===== src/rtl/regptr_pkg.sv =====
package regptr_pkg;
  localparam int PTR_W = 4;
  localparam int AI_W  = 3;

  typedef enum logic [AI_W-1:0] {
    AI_FIXED  = 3'b000,
    AI_WHOLE  = 3'b100,
    AI_BRIGHT = 3'b101,
    AI_GROUP  = 3'b110,
    AI_BRGRP  = 3'b111
  } ai_mode_e;
endpackage


===== src/rtl/regptr_band_decode.sv =====
module regptr_band_decode #(
  parameter int PTR_W    = 4,
  parameter int AI_W     = 3,
  parameter int LAST_REG = 12,
  parameter int BR_LO    = 2,
  parameter int BR_HI    = 5,
  parameter int GR_LO    = 6,
  parameter int GR_HI    = 7
) (
  input  logic [AI_W-1:0]  mode,
  output logic [PTR_W-1:0] band_lo,
  output logic [PTR_W-1:0] band_hi,
  output logic             step_en
);
  import regptr_pkg::*;

  always_comb begin
    step_en = 1'b1;
    band_lo = '0;
    band_hi = '0;
    case (mode)
      AI_WHOLE:  begin band_lo = '0;              band_hi = PTR_W'(LAST_REG); end
      AI_BRIGHT: begin band_lo = PTR_W'(BR_LO);   band_hi = PTR_W'(BR_HI);    end
      AI_GROUP:  begin band_lo = PTR_W'(GR_LO);   band_hi = PTR_W'(GR_HI);    end
      AI_BRGRP:  begin band_lo = PTR_W'(BR_LO);   band_hi = PTR_W'(GR_HI);    end
      default:   step_en = 1'b0;  // fixed pointer, reserved codes included
    endcase
  end
endmodule


===== src/rtl/regptr_step.sv =====
module regptr_step #(
  parameter int PTR_W    = 4,
  parameter int LAST_REG = 12
) (
  input  logic [PTR_W-1:0] cur,
  input  logic [PTR_W-1:0] band_lo,
  input  logic [PTR_W-1:0] band_hi,
  input  logic             step_en,
  output logic [PTR_W-1:0] nxt
);
  localparam logic [PTR_W-1:0] LAST_P = PTR_W'(LAST_REG);

  always_comb begin
    if (!step_en)             nxt = cur;
    else if (cur == band_hi)  nxt = band_lo;
    else if (cur >= LAST_P)   nxt = '0;
    else                      nxt = cur + 1'b1;
  end
endmodule


===== src/rtl/regptr_autoinc.sv =====
module regptr_autoinc #(
  parameter int PTR_W    = regptr_pkg::PTR_W,
  parameter int AI_W     = regptr_pkg::AI_W,
  parameter int LAST_REG = 12,
  parameter int BR_LO    = 2,
  parameter int BR_HI    = 5,
  parameter int GR_LO    = 6,
  parameter int GR_HI    = 7
) (
  input  logic                   clk,
  input  logic                   rst_n,
  input  logic                   ctrl_load,
  input  logic [AI_W+PTR_W:0]    ctrl_byte,
  input  logic                   byte_done,
  output logic [PTR_W-1:0]       reg_ptr,
  output logic                   ptr_valid,
  output logic [AI_W-1:0]        ai_mode
);
  localparam int CTRL_W = AI_W + 1 + PTR_W;
  localparam logic [PTR_W-1:0] LAST_P = PTR_W'(LAST_REG);

  logic [PTR_W-1:0] band_lo, band_hi, ptr_nxt;
  logic             step_en;
  logic             unused_pad;

  assign unused_pad = ctrl_byte[PTR_W];

  regptr_band_decode #(
    .PTR_W(PTR_W), .AI_W(AI_W), .LAST_REG(LAST_REG),
    .BR_LO(BR_LO), .BR_HI(BR_HI), .GR_LO(GR_LO), .GR_HI(GR_HI)
  ) u_band (
    .mode(ai_mode), .band_lo(band_lo), .band_hi(band_hi), .step_en(step_en)
  );

  regptr_step #(.PTR_W(PTR_W), .LAST_REG(LAST_REG)) u_step (
    .cur(reg_ptr), .band_lo(band_lo), .band_hi(band_hi),
    .step_en(step_en), .nxt(ptr_nxt)
  );

  always_ff @(posedge clk) begin
    if (!rst_n) begin
      reg_ptr <= '0;
      ai_mode <= '0;
    end else if (ctrl_load) begin
      reg_ptr <= ctrl_byte[PTR_W-1:0];
      ai_mode <= ctrl_byte[CTRL_W-1 -: AI_W];
    end else if (byte_done) begin
      reg_ptr <= ptr_nxt;
    end
  end

  assign ptr_valid = (reg_ptr <= LAST_P);
endmodule


===== config.mk =====
export PLATFORM = sky130hd
export DESIGN_NAME = regptr_autoinc
export DESIGN_NICKNAME = d
export VERILOG_FILES = /design/src/rtl/regptr_pkg.sv /design/src/rtl/regptr_band_decode.sv /design/src/rtl/regptr_step.sv /design/src/rtl/regptr_autoinc.sv
export SDC_FILE = /design/constraint.sdc
export NUM_CORES = 1
export LEC_CHECK = 0
export BUFFER_PORTS_ARGS = -buffer_cell sky130_fd_sc_hd__buf_4
export CAP_MARGIN = 20
export CORE_MARGIN = 4
export CORE_UTILIZATION = 25
export DETAILED_ROUTE_END_ITERATION = 6
export PLACE_DENSITY = 0.47
export SLEW_MARGIN = 0
export SYNTH_ARGS = -nofsm -noshare
export SYNTH_HDL_FRONTEND = slang
export SYNTH_SLANG_ARGS = --single-unit

===== constraint.sdc =====
create_clock -name clk -period 2.55 [get_ports clk]
set_input_delay 0.255 -clock clk [delete_from_list [all_inputs] [get_ports clk]]
set_output_delay 0.255 -clock clk [all_outputs]
set_load 0.02 [all_outputs]

Word level (Yosys, flattened, before mapping). Cells that the tools add are included.

Bits in writable memories: 0. Memory bits (read-only): 0. Register bits after elaboration: 7. Output and inout port bits: 8. Memories kept: 0. Latch bits: 0. Bits of input ports: 12.

Eq/ne operators: 5. Bitwise gates (word level): 0. Divide/modulo/power cells: 0. Multipliers: 0. Shifts and indexed selects: 0. Add/subtract/negate cells: 1. Muxes and demuxes: 8. Reduce and logical (&&, ||, !) cells: 6. Order comparisons: 2.

Operators with widths (count): 2-to-1 mux 4 bit (5); == test 3 bit (second input constant) (4); case mux 4 bit (3 select lines) (1); case mux 3 bit (2 select lines) (1); adder 4 x 1 -> 4 bit (second input constant) (1); == test 4 bit (1); greater-or-equal comparator 4 bit (second input constant) (1); <= comparator 4 bit (second input constant) (1); nonzero test 2 bit (2); OR reduction 2 bit (2); OR reduction 4 bit (1); AND reduction 2 bit (1); 2-to-1 mux 1 bit (1).

Logic depth before layout (Yosys ltp).
Depth after elaboration: 8. Depth in mapped cells: 6. Mapped depth without buffers: 5.

Modules after synthesis. Synthesis repeated with hierarchy kept, for this count alone.

Cell total of the unflattened synthesis: 64. Area total of the unflattened synthesis: 581.8 um^2.

By module, submodules not included: regptr_autoinc (area each 311.5 um^2, seq. area each 140.1 um^2, times used 1, cells each 27); regptr_step (area each 200.2 um^2, seq. area each 0.0 um^2, times used 1, cells each 27); regptr_band_decode (area each 70.1 um^2, seq. area each 0.0 um^2, times used 1, cells each 10).

Least setup slack after synthesis. No wires, ideal clock.

Path type: register to register. Start point: register reg_ptr[3]. End point: register reg_ptr[3]. Period minus slack after synthesis: 1.691 ns. Arrival: 1.576 ns. Stages on the path, launching flop included: 7. Data required time: 2.435 ns. Buffers on the path: 1. Slack: 0.859 ns. Setup time: 0.115 ns. Path through: dfxtp_1 buf_4 xor2_1 o2bb2ai_1 a31oi_1 or4_1 and3_1.

Longest elaborated chain between the ends: 6.

RTL lines: from (decl) (line regptr_autoinc.sv:15) `output logic [PTR_W-1:0] reg_ptr,`; from (signal assigned) (line regptr_autoinc.sv:45) `reg_ptr <= ctrl_byte[PTR_W-1:0];`; from (signal assigned) (line regptr_autoinc.sv:48) `reg_ptr <= ptr_nxt;`; adder 4 x 1 -> 4 bit / greater-or-equal comparator 4 bit (equally long branches) (line regptr_step.sv:17, regptr_step.sv:16); 2-to-1 mux 4 bit (line regptr_step.sv:16) `else if (cur >= LAST_P) nxt = '0;`; 2-to-1 mux 4 bit (*) (line regptr_step.sv:15) `else if (cur == band_hi) nxt = band_lo;`; 2-to-1 mux 4 bit (*) (line regptr_step.sv:14) `if (!step_en) nxt = cur;`; 2-to-1 mux 4 bit (*) (line regptr_autoinc.sv:47) `end else if (byte_done) begin`; 2-to-1 mux 4 bit (*) (line regptr_autoinc.sv:44) `end else if (ctrl_load) begin`.

Every way passes the cells marked *; elsewhere a longest branch is shown, timed or not. The select of a mux whose other input is x is not followed. A chain may end at the register's enable or synchronous reset.

Worst setup path after layout.
Start point: register reg_ptr[0]. End point: output port ptr_valid.

Longest elaborated chain between the ends: 1.

RTL lines: <= comparator 4 bit (line regptr_autoinc.sv:52) `assign ptr_valid = (reg_ptr <= LAST_P);`; to (decl) (line regptr_autoinc.sv:16) `output logic ptr_valid,`.

Every way passes these cells.

==> impl_metrics.ini <==
[synthesis]
ys_types = 27
synth_fp_nets = 78
netlist_top_cells_area = dfxtp_1 (28%), mux2i_1 (7.9%), a21oi_1 (5.9%)
ys_warn_count = 0
synth-async-reset-ratio_pct = 0
synth_ff_type = dfxtp_1
syn_inst = 64
yosysSeqAreaShare_pct = 27.5
yosysTopAreaCell = dfxtp_1
syn_area_per_cell_sq_um = 7.96
synth_edf_count = 0
synthDominantCellAreaShare_pct = 27.5
syn_area_sq_um = 509
ys_ff_latch = 7

[cells_and_area]
antennaDiodeCount = 0
drive_gt1_share_pct = 29.3
final_cell_mix = buf_4 (18), nand2_1 (8), dfxtp_1 (7), a21oi_1 (6), o21ai_0 (6)
fin_nets = 97
final_common_cell = buf_4
fin_util_pct = 34.3
final_cell_area_sq_um = 667
area_delta_synth_final_pct = 31.0
layout.cells.non_filler = 109

[power]
seq_power_share_pct = 44.0
comb_power_share_pct = 23.2
vdd_drop_max_mv = 0.239
internal_power_mw = 0.213
swShare_pct = 28.7
p_per_area_mw_per_mm2 = 447
clock_power_share_pct = 32.8
p_leak_nw = 0.294
p_switching_mw = 0.0855
total_power_mw = 0.298

[sta]
max_slew.worst_pin.slew_ps = 349
drv_slew = 0
holdWs_ps = 266
hold_viol_final = 0
min_period_ps = 1750
slew_headroom_pct = 76.7
fin_crit_sh_pct = 68.6
worst_slack_ps = 801
max_freq_mhz = 572
rsz0062_at_grt = false
finalSetupTns_ps = 0
setup_viol = 0
finalClockSkew_ps = 0.479

[cts]
clock_sinks = 7
cts_tree = yes
ctsHoldBuffers = 0
cts_made_buffers = 3
cts_root_buf = clkbuf_4
cts_buffer_depth = 2
cts_max_level = 1
path_clk_slew_ps = 50
cts.repair.resized = 0
postCtsSetupBuffers = 0
clk-insertion-delay-late_ps = 250

[global_route]
antenna_found_initial = 0
busiest_layer = met2
global_route.usage.met2_pct = 15.3
grt_pass1_wl_um = 2080
gr-total-overflow = 0
gr-usage-all-layers_pct = 10.2
grt_pass1_vias = 475
grt_util_met3_pct = 2.54
grt_max_degree = 15
met1_usage_pct = 12.8

[setup_path]
slowest_stage = dfxtp_1
worst-path-buf-inv = 2
r2r_setup_slack_ps = 830
cp-end-kind = primary output
path_max_fanout = 7
crit_path_start_kind = flip-flop
cp_slowest_stage_delay_ps = 460
cp_cell_sequence = inv_1, ha_1, or2_2, buf_4
critical_path_arrival_ps = 1490
path_delay_family = flip-flops
worst_ep_required_time_ps = 2300
path_class = flip-flop to primary output

[die]
die_area_sq_mm = 0.00282
io-pin-count = 20
rows = 16
start_util_pct = 26.2
die_w_um = 53.1
die_height_um = 53.1
coreArea_sq_mm = 0.00194

[placed_design]
place_area_sq_um = 641
dpl.cell_count = 105
place.gp.congestion = 0.741
hpwl_um = 933
post-place-ws_ps = 836
port_buffers = 18

[flow_run]
maxCapViolations = 0

[hold_path]
hp-class = input port to flip-flop

[drt]
drt_pass1_iterations = 4
routed_wl_um = 1200
drtAntennaViolNets = 0
drc = 0
drt_iter0_drc = 7
post_drt_wl_per_cell_um = 11.0
avgViaCountPerCell = 4.62
num_vias = 504

[run_status]
outcome = finished, final reports clean
state kept, by name, summed over array words and instances, names as in the netlist:
name,count
reg_ptr,4
ai_mode,3
power by group through the flow:
stage               Combinational, mW  Clock [mW]  Sequential, mW
finish                         0.0693      0.0978           0.131
global route                   0.0788       0.111           0.133
CTS                            0.0704       0.101           0.131
detailed placement             0.0703           0           0.133
global placement               0.0697           0           0.134
floorplan                      0.0416           0           0.134
layer usage:
metal  wire (um)  vias to the layer above
li1            -                      267
met1         595                      219
met2         499                       14
met3          88                        4
met4          17                        0
met5           0                        -
logic make-up after synthesis:
group                    count (synthesis)  share of synthesized area [%]
multiplexers                             5                           10.1
AND/OR/NAND/NOR                         24                           24.6
flip-flops                               7                           27.5
XOR/XNOR                                 2                           3.44
AO/OA/AOI/OAI                           18                           20.6
adder cells (fa/ha/maj)                  2                           4.91
buffers and inverters                    6                           8.84
synthesized netlist by cell type (2+ instances only):
| master | instances |
|---|---|
| a31oi_1 | 2 |
| a21oi_1 | 6 |
| o21ai_0 | 6 |
| nand2_1 | 8 |
| buf_6 | 2 |
| nor3_1 | 2 |
| inv_1 | 2 |
| buf_4 | 2 |
| ha_1 | 2 |
| nor2b_1 | 3 |
| nor2_1 | 3 |
| dfxtp_1 | 7 |
| and3_1 | 2 |
| mux2i_1 | 4 |
layout make-up:
| cell class | count | area [sq um] |
|---|---|---|
| Inverter | 2 | 7.51 |
| Tap cell | 27 | 33.8 |
| Timing Repair Buffer | 18 | 135 |
| Clock buffer | 4 | 26.3 |
| Fill cell | 233 | 1270 |
| Multi-Input combinational cell | 51 | 324 |
| Sequential cell | 7 | 140 |
worst paths after layout:
kind,to,from,cells after the start
setup / recovery,ptr_valid,reg_ptr[0]$_SDFFE_PN0P_,4
hold / removal,ai_mode[1]$_SDFFE_PN0P_,ctrl_byte[6],3
setup reg to reg,reg_ptr[3]$_SDFFE_PN0P_,reg_ptr[3]$_SDFFE_PN0P_,5
hold reg to reg,ai_mode[1]$_SDFFE_PN0P_,ai_mode[1]$_SDFFE_PN0P_,2
worst min-delay path: cells and delay by family:
family	cells	cell delay [ps]
AND/OR/NAND/NOR	1	90
buffers and inverters	1	70
multiplexers	1	50
Power figures use the tool's default switching activity.
